### config.mk
export PLATFORM = sky130hd
export DESIGN_NAME = lock_park_table
export DESIGN_NICKNAME = d
export VERILOG_FILES = /design/src/rtl/lpt_pkg.sv /design/src/rtl/lpt_match.sv /design/src/rtl/lpt_prio.sv /design/src/rtl/lock_park_table.sv
export SDC_FILE = /design/constraint.sdc
export NUM_CORES = 1
export LEC_CHECK = 0
export BUFFER_PORTS_ARGS = -buffer_cell sky130_fd_sc_hd__buf_2
export CAP_MARGIN = 20
export CORE_UTILIZATION = 50
export CTS_BUF_LIST = sky130_fd_sc_hd__clkbuf_2
export DETAILED_ROUTE_END_ITERATION = 16
export GPL_TIMING_DRIVEN = 1
export PLACE_DENSITY_LB_ADDON = 0.25
export SLEW_MARGIN = 20
export SYNTH_ARGS = -nofsm -noshare
export SYNTH_HDL_FRONTEND = slang
export SYNTH_SLANG_ARGS = --single-unit
### constraint.sdc
create_clock -name clk -period 5.3 [get_ports clk]
set_input_delay 1.06 -clock clk [delete_from_list [all_inputs] [get_ports clk]]
set_output_delay 1.06 -clock clk [all_outputs]
set_load 0.05 [all_outputs]
### src/rtl/lpt_pkg.sv
package lpt_pkg;
    localparam int unsigned CTX_DEF  = 4;
    localparam int unsigned ADDR_DEF = 32;
    localparam int unsigned PC_DEF   = 32;

    function automatic int unsigned idx_width(input int unsigned n);
        return (n < 2) ? 1 : $clog2(n);
    endfunction
endpackage

### src/rtl/lpt_match.sv
module lpt_match #(
    parameter int unsigned NCTX = 4,
    parameter int unsigned AW   = 32
) (
    input  logic                      en_i,
    input  logic [AW-1:0]             key_i,
    input  logic [NCTX-1:0]           vld_i,
    input  logic [NCTX-1:0][AW-1:0]   lock_i,
    output logic [NCTX-1:0]           hit_o
);
    for (genvar g = 0; g < NCTX; g++) begin : g_cmp
        assign hit_o[g] = en_i && vld_i[g] && (lock_i[g] == key_i);
    end
endmodule

### src/rtl/lpt_prio.sv
module lpt_prio #(
    parameter int unsigned NCTX = 4,
    localparam int unsigned CW  = lpt_pkg::idx_width(NCTX)
) (
    input  logic [NCTX-1:0] req_i,
    output logic [NCTX-1:0] gnt_o,
    output logic [CW-1:0]   idx_o,
    output logic            any_o
);
    always_comb begin
        gnt_o = '0;
        idx_o = '0;
        any_o = 1'b0;
        for (int i = NCTX - 1; i >= 0; i--) begin
            if (req_i[i]) begin
                gnt_o = '0;
                gnt_o[i] = 1'b1;
                idx_o = CW'(i);
                any_o = 1'b1;
            end
        end
    end
endmodule

### src/rtl/lock_park_table.sv
module lock_park_table #(
    parameter int unsigned NCTX = lpt_pkg::CTX_DEF,
    parameter int unsigned AW   = lpt_pkg::ADDR_DEF,
    parameter int unsigned PCW  = lpt_pkg::PC_DEF,
    localparam int unsigned CW  = lpt_pkg::idx_width(NCTX)
) (
    input  logic             clk,
    input  logic             rst_n,
    input  logic             fail_vld_i,
    input  logic [CW-1:0]    fail_ctx_i,
    input  logic [AW-1:0]    fail_lock_i,
    input  logic [PCW-1:0]   fail_pc_i,
    input  logic             rel_vld_i,
    input  logic [AW-1:0]    rel_lock_i,
    output logic [NCTX-1:0]  block_o,
    output logic [NCTX-1:0]  flush_o,
    output logic [NCTX-1:0]  wake_o,
    output logic [PCW-1:0]   restart_pc_o
);
    typedef struct packed {
        logic [NCTX-1:0]          vld;
        logic [NCTX-1:0][AW-1:0]  lock;
        logic [NCTX-1:0][PCW-1:0] pc;
        logic [NCTX-1:0]          wake;
        logic [NCTX-1:0]          flush;
        logic [PCW-1:0]           rpc;
    } state_t;

    state_t st_d, st_q;

    logic [NCTX-1:0] hit;
    logic [NCTX-1:0] gnt;
    logic [CW-1:0]   gnt_idx;
    logic            gnt_any;

    lpt_match #(.NCTX(NCTX), .AW(AW)) u_match (
        .en_i   (rel_vld_i),
        .key_i  (rel_lock_i),
        .vld_i  (st_q.vld),
        .lock_i (st_q.lock),
        .hit_o  (hit)
    );

    lpt_prio #(.NCTX(NCTX)) u_prio (
        .req_i (hit),
        .gnt_o (gnt),
        .idx_o (gnt_idx),
        .any_o (gnt_any)
    );

    always_comb begin
        st_d       = st_q;
        st_d.wake  = gnt;
        st_d.flush = '0;
        st_d.rpc   = '0;
        // release is resolved first, against the slots before any write
        if (gnt_any) begin
            st_d.rpc          = st_q.pc[gnt_idx];
            st_d.vld[gnt_idx] = 1'b0;
        end
        if (fail_vld_i && (32'(fail_ctx_i) < NCTX)) begin
            st_d.vld[fail_ctx_i]   = 1'b1;
            st_d.lock[fail_ctx_i]  = fail_lock_i;
            st_d.pc[fail_ctx_i]    = fail_pc_i;
            st_d.flush[fail_ctx_i] = 1'b1;
        end
    end

    always_ff @(posedge clk) begin
        if (!rst_n) st_q <= '0;
        else        st_q <= st_d;
    end

    assign block_o      = st_q.vld;
    assign flush_o      = st_q.flush;
    assign wake_o       = st_q.wake;
    assign restart_pc_o = st_q.rpc;

    p_one_wake_r6: assert property (@(posedge clk) disable iff (!rst_n)
        $onehot0(wake_o));

    p_flush_blocks_r2: assert property (@(posedge clk) disable iff (!rst_n)
        ((flush_o & block_o) == flush_o));

    p_wake_was_parked_r3: assert property (@(posedge clk) disable iff (!rst_n)
        (wake_o != '0) |-> (($past(block_o) & wake_o) == wake_o));

    p_wake_frees_r5: assert property (@(posedge clk) disable iff (!rst_n)
        (wake_o != '0 && !$past(fail_vld_i)) |-> ((block_o & wake_o) == '0));

    p_miss_quiet_r7: assert property (@(posedge clk) disable iff (!rst_n)
        (rel_vld_i && !fail_vld_i && !gnt_any) |=> ($stable(block_o) && wake_o == '0));

    p_pc_idle_zero_r4: assert property (@(posedge clk) disable iff (!rst_n)
        (wake_o == '0) |-> (restart_pc_o == '0));
endmodule

Word-level counts from Yosys, hierarchy flattened
Index checks and enable logic that the tools add are counted.
- logic and storage cells: 66
- register bits: 300
- input bits: 102
- reductions and logical operators: 15
- equal/unequal tests: 4
- order comparisons: 4
- bitwise gates (word level): 4
- muxes and demuxes: 24
- operator list (cell ; count):
    two-way mux 260 bit ; 1
    bitwise mux 128 bit ; 2
    equality test 32 bit ; 4
    binary-select mux 32 bit (select 2 bit) ; 1
    demux 32 bit (select 2 bit) ; 1
    two-way mux 32 bit ; 2
    logical AND 1 bit ; 10
    two-way mux 2 bit ; 5
    two-way mux 4 bit ; 2
    two-way mux 1 bit ; 7
    < comparator 2 x 3 -> 1 bit (second input constant) ; 2
    bitwise AND 4 bit ; 1
    demux 1 bit (select 2 bit) ; 2
    >= comparator 2 x 1 -> 1 bit (second input constant) ; 2
    NOT 4 bit ; 1
    bitwise OR 4 bit ; 1
    AND reduction 2 bit ; 2
    OR reduction 4 bit ; 1
    two-way mux 3 bit ; 1
    OR reduction 3 bit ; 1
    OR reduction 2 bit ; 1
    NOT 1 bit ; 1

Logic depth before layout (Yosys ltp)
- depth in word-level cells: 15
- depth in mapped cells: 10
- gate-level depth less buffers: 7

Hierarchy
Synthesis repeated with hierarchy kept, for this count alone.
- cells, all modules: 1309
- area, all modules: 12983.7 sq um
- modules (own cells, without submodules) (module ; area each (sq um) ; sequential area each (sq um) ; times used ; cells each):
    lock_park_table ; 11503.5 ; 6005.8 ; 1 ; 1122
    lpt_match ; 1418.9 ; 0.0 ; 1 ; 176
    lpt_prio ; 61.3 ; 0.0 ; 1 ; 11

Worst setup path after synthesis
OpenSTA, ideal clock, no wires.
- path type: in2reg
- from: input rel_lock_i[15]
- to: register st_q (netlist bit restart_pc_o[22])
- stages on the path: 9
- buffers on the path: 3
- setup slack: 2.370 ns
- arrival time: 2.808 ns
- path through: buf_4 > xnor2_2 > nand4_1 > or4_4 > or4_1 > buf_2 > buf_4 > o221ai_2 > a21boi_1
- longest elaborated chain between the ends: 8
- elaborated cells on any way between the ends: 19
- RTL lines (item ; RTL line ; text):
    start: declaration ; lock_park_table.sv:14 ; input logic [AW-1:0] rel_lock_i,
    equality test 32 bit ; lpt_match.sv:12 ; assign hit_o[g] = en_i && vld_i[g] && (lock_i[g] == key_i);
    logical AND 1 bit ; lpt_match.sv:12 ;
    two-way mux 2 bit (4 in a row) ; lpt_prio.sv:15 ; if (req_i[i]) begin
    binary-select mux 32 bit (select 2 bit) ; lock_park_table.sv:58 ; st_d.rpc = st_q.pc[gnt_idx];
    two-way mux 32 bit (implied by the code) ; lock_park_table.sv:58 ;
    end signal: assignment ; lock_park_table.sv:71 ; else st_q <= st_d;
    end: declaration ; lock_park_table.sv:29 ; state_t st_d, st_q;
Parallel ways exist; a longest one is shown, timed or not. The select of a mux whose other input is x is not followed.
A chain may end at the register's enable or synchronous reset.

==> results.json <==
{
  "critPathTopFamily": "simple AND/OR/NAND/NOR gates",
  "place_area_um2": 14300,
  "route.met3.wl_um": 2580,
  "clock_skew_ns": 0.0801,
  "crit_buf_inv": 1,
  "muxShareOfSynthArea": 0,
  "grt_antenna_before_repair": 2,
  "grt_pass1_wl_um": 61000,
  "grt_max_degree": 174,
  "seq_area_frac_synth": 0.433,
  "htreeDepth": 3,
  "crit_path_max_fanout": 46,
  "synth_enable_flop_cells": 0,
  "routed.top_layer": "met5",
  "postRouteAntennaNets": 0,
  "place_congestion": 0.912,
  "vias": 11575,
  "worst-setup-path-type": "register to register",
  "outcome": "complete, no violations",
  "numCtsBuffers": 79,
  "worstSetupStartpointType": "register",
  "root_buffer": "clkbuf_2",
  "critPathSlowestCell": "or4_2",
  "p_leak_uw": 0.00548,
  "area_growth_syn_to_layout_pct": 8.73,
  "dp_hpwl_um": 22500,
  "cp_slowest_stage_delay_ns": 1.16,
  "finalSetupViolCount": 0,
  "rsz0062_at_grt": "false",
  "ys_ff_latch": 300,
  "required_ns": 6.06,
  "die_area_um2": 28400,
  "syn_avg_cell_area_um2": 8.29,
  "clock.fmax_mhz": 308,
  "async_flop_share": 0,
  "dr_wl_met2_um": 18200,
  "tightestPinTransition_ns": 1.10,
  "synthTopCellsByArea": "dfxtp_1 43%, nand2_1 17%, a21boi_0 14%",
  "synth_area_leader_cell": "dfxtp_1",
  "postCtsHoldBufs": 0,
  "final_nets": 1844,
  "cts.sinks": 300,
  "synthCells": 1674,
  "drive_gt1_frac": 0.186,
  "fin_crit_sh": 0.612,
  "setup_tns_ns": 0,
  "path_clk_slew_ns": 0.10,
  "drc": 0,
  "utilization": 0.556,
  "clk_latency_ns": 0.89,
  "worstPathCellList": "xor2_1, nor4_1, nand4_1, or4_2, buf_4, o21ai_1, o221ai_2, a21boi_1",
  "synth.distinct_cells": 39,
  "finalCriticalPeriod_ns": 3.24,
  "vias_per_cell": 5.33,
  "min_path_type": "register to register",
  "fp-row-count": 60,
  "final_area_um2": 15100,
  "max-slew-margin-rel": 0.264,
  "start_util": 0.512,
  "die_y_um": 169,
  "first_iter_violations": 802,
  "ir_worst_vdd_uv": 153,
  "wl_per_cell_um": 17.9,
  "yosys.area_share.adder": 0,
  "met1Wirelength_um": 16600,
  "synth_area_um2": 13900,
  "synth.most_common_cell": "nand2_1",
  "postCtsSetupBuffers": 0,
  "synth_common_cells": "615 x nand2_1, 300 x dfxtp_1, 256 x a21boi_0",
  "synth_nets": 1776,
  "cts_buffer_depth": 3,
  "die_x_um": 169,
  "grt_usage": 0.275,
  "grt_pass1_vias": 11404,
  "ys_warn_count": 0,
  "synth_compound_area_frac": 0.201,
  "drtPass1Iterations": 6,
  "port_buffers": 145,
  "synthXorXnorAreaFrac": 0.0825,
  "drv_slew": 0,
  "synth_top_family_by_area": "simple AND/OR/NAND/NOR gates",
  "cp-end-kind": "register",
  "hold_viol": 0,
  "ctsResizeCount": 0,
  "cp_data_arrival_time_ns": 4.00,
  "power.density_nw_per_um2": 296,
  "drt-total-wl_um": 38800,
  "drv_cap": 0,
  "synth_top_cell_area_share": 0.433,
  "core_area_um2": 27100,
  "io_pins": 146,
  "overflow": 0,
  "synthFlopType": "dfxtp_1",
  "cts_tree": "yes",
  "synth-simple-area-share": 0.218,
  "whs_ns": 0.406
}
[cell type report]
cell class	count	area (um2)
Antenna cell	2	5.00
Fill cell	2611	12000
Tap cell	372	465
Timing Repair Buffer	162	860
Multi-Input combinational cell	1199	6990
Clock inverter	13	133
Sequential cell	300	6010
Clock buffer	124	621
[layer usage]
metal / track usage / vias up
li1: - / 5652
met1: 0.337 / 5447
met2: 0.454 / 385
met3: 0.0601 / 89
met4: 0.142 / 2
met5: 0 / -
[final timing paths]
check / startpoint / to / slack (ns) / depth (start not counted)
setup / recovery: register / restart_pc_o[23]$_SDFF_PN0_ / 2.06 / 8
hold / removal: register / restart_pc_o[22]$_SDFF_PN0_ / 0.41 / 2
setup reg to reg: register / restart_pc_o[23]$_SDFF_PN0_ / 2.06 / 8
hold reg to reg: register / restart_pc_o[22]$_SDFF_PN0_ / 0.41 / 2
[cell usage in the layout (no fill, tap or decap), types with 2 or more instances in the layout]
master and instances:
xor2_1 62, a21boi_2 2, o21ai_1 23, nor3_2 2, buf_4 17, buf_2 144
nor2_1 2, o21ai_2 4, xnor2_2 3, o221ai_1 13, and2_1 5, xnor2_1 63
nor3b_2 2, nand3_2 2, bufinv_16 3, o221ai_2 19, diode_2 2, inv_2 2
nor4b_1 32, clkbuf_2 124, a21boi_0 256, nand3_1 6, o21ai_0 8, a21boi_1 33
nand2_1 615, nand4_1 16, nor4_1 17, dfxtp_1 300, clkinv_1 6
[metrics by stage]
stage / cells / setup WS (ns) / power [uW]
floorplan: 1674 / 2.37 / 2650
global placement: 2033 / 1.29 / 2810
detailed placement: 2033 / 1.26 / 2810
CTS: 2170 / 2.06 / 4500
global route: 2171 / 1.87 / 4660
finish: 2172 / 2.06 / 4460
[report_power, final]
group,switching (uW),internal [uW]
registers,40.6,2320
clock network,942,754
logic,259,148
total,1240,3220
[logic make-up after synthesis]
kind of cell | after synthesis
compound gates | 359
buf+inv | 175
xor+xnor | 128
simple gates | 712
flops | 300
[tightest hold or removal path, delay by kind of cell (launching register included)]
| family | cells | cell delay [ns] |
|---|---|---|
| flops | 1 | 0.32 |
| simple gates | 1 | 0.05 |
| compound gates | 1 | 0.05 |
(Power assumes the default switching activity.)
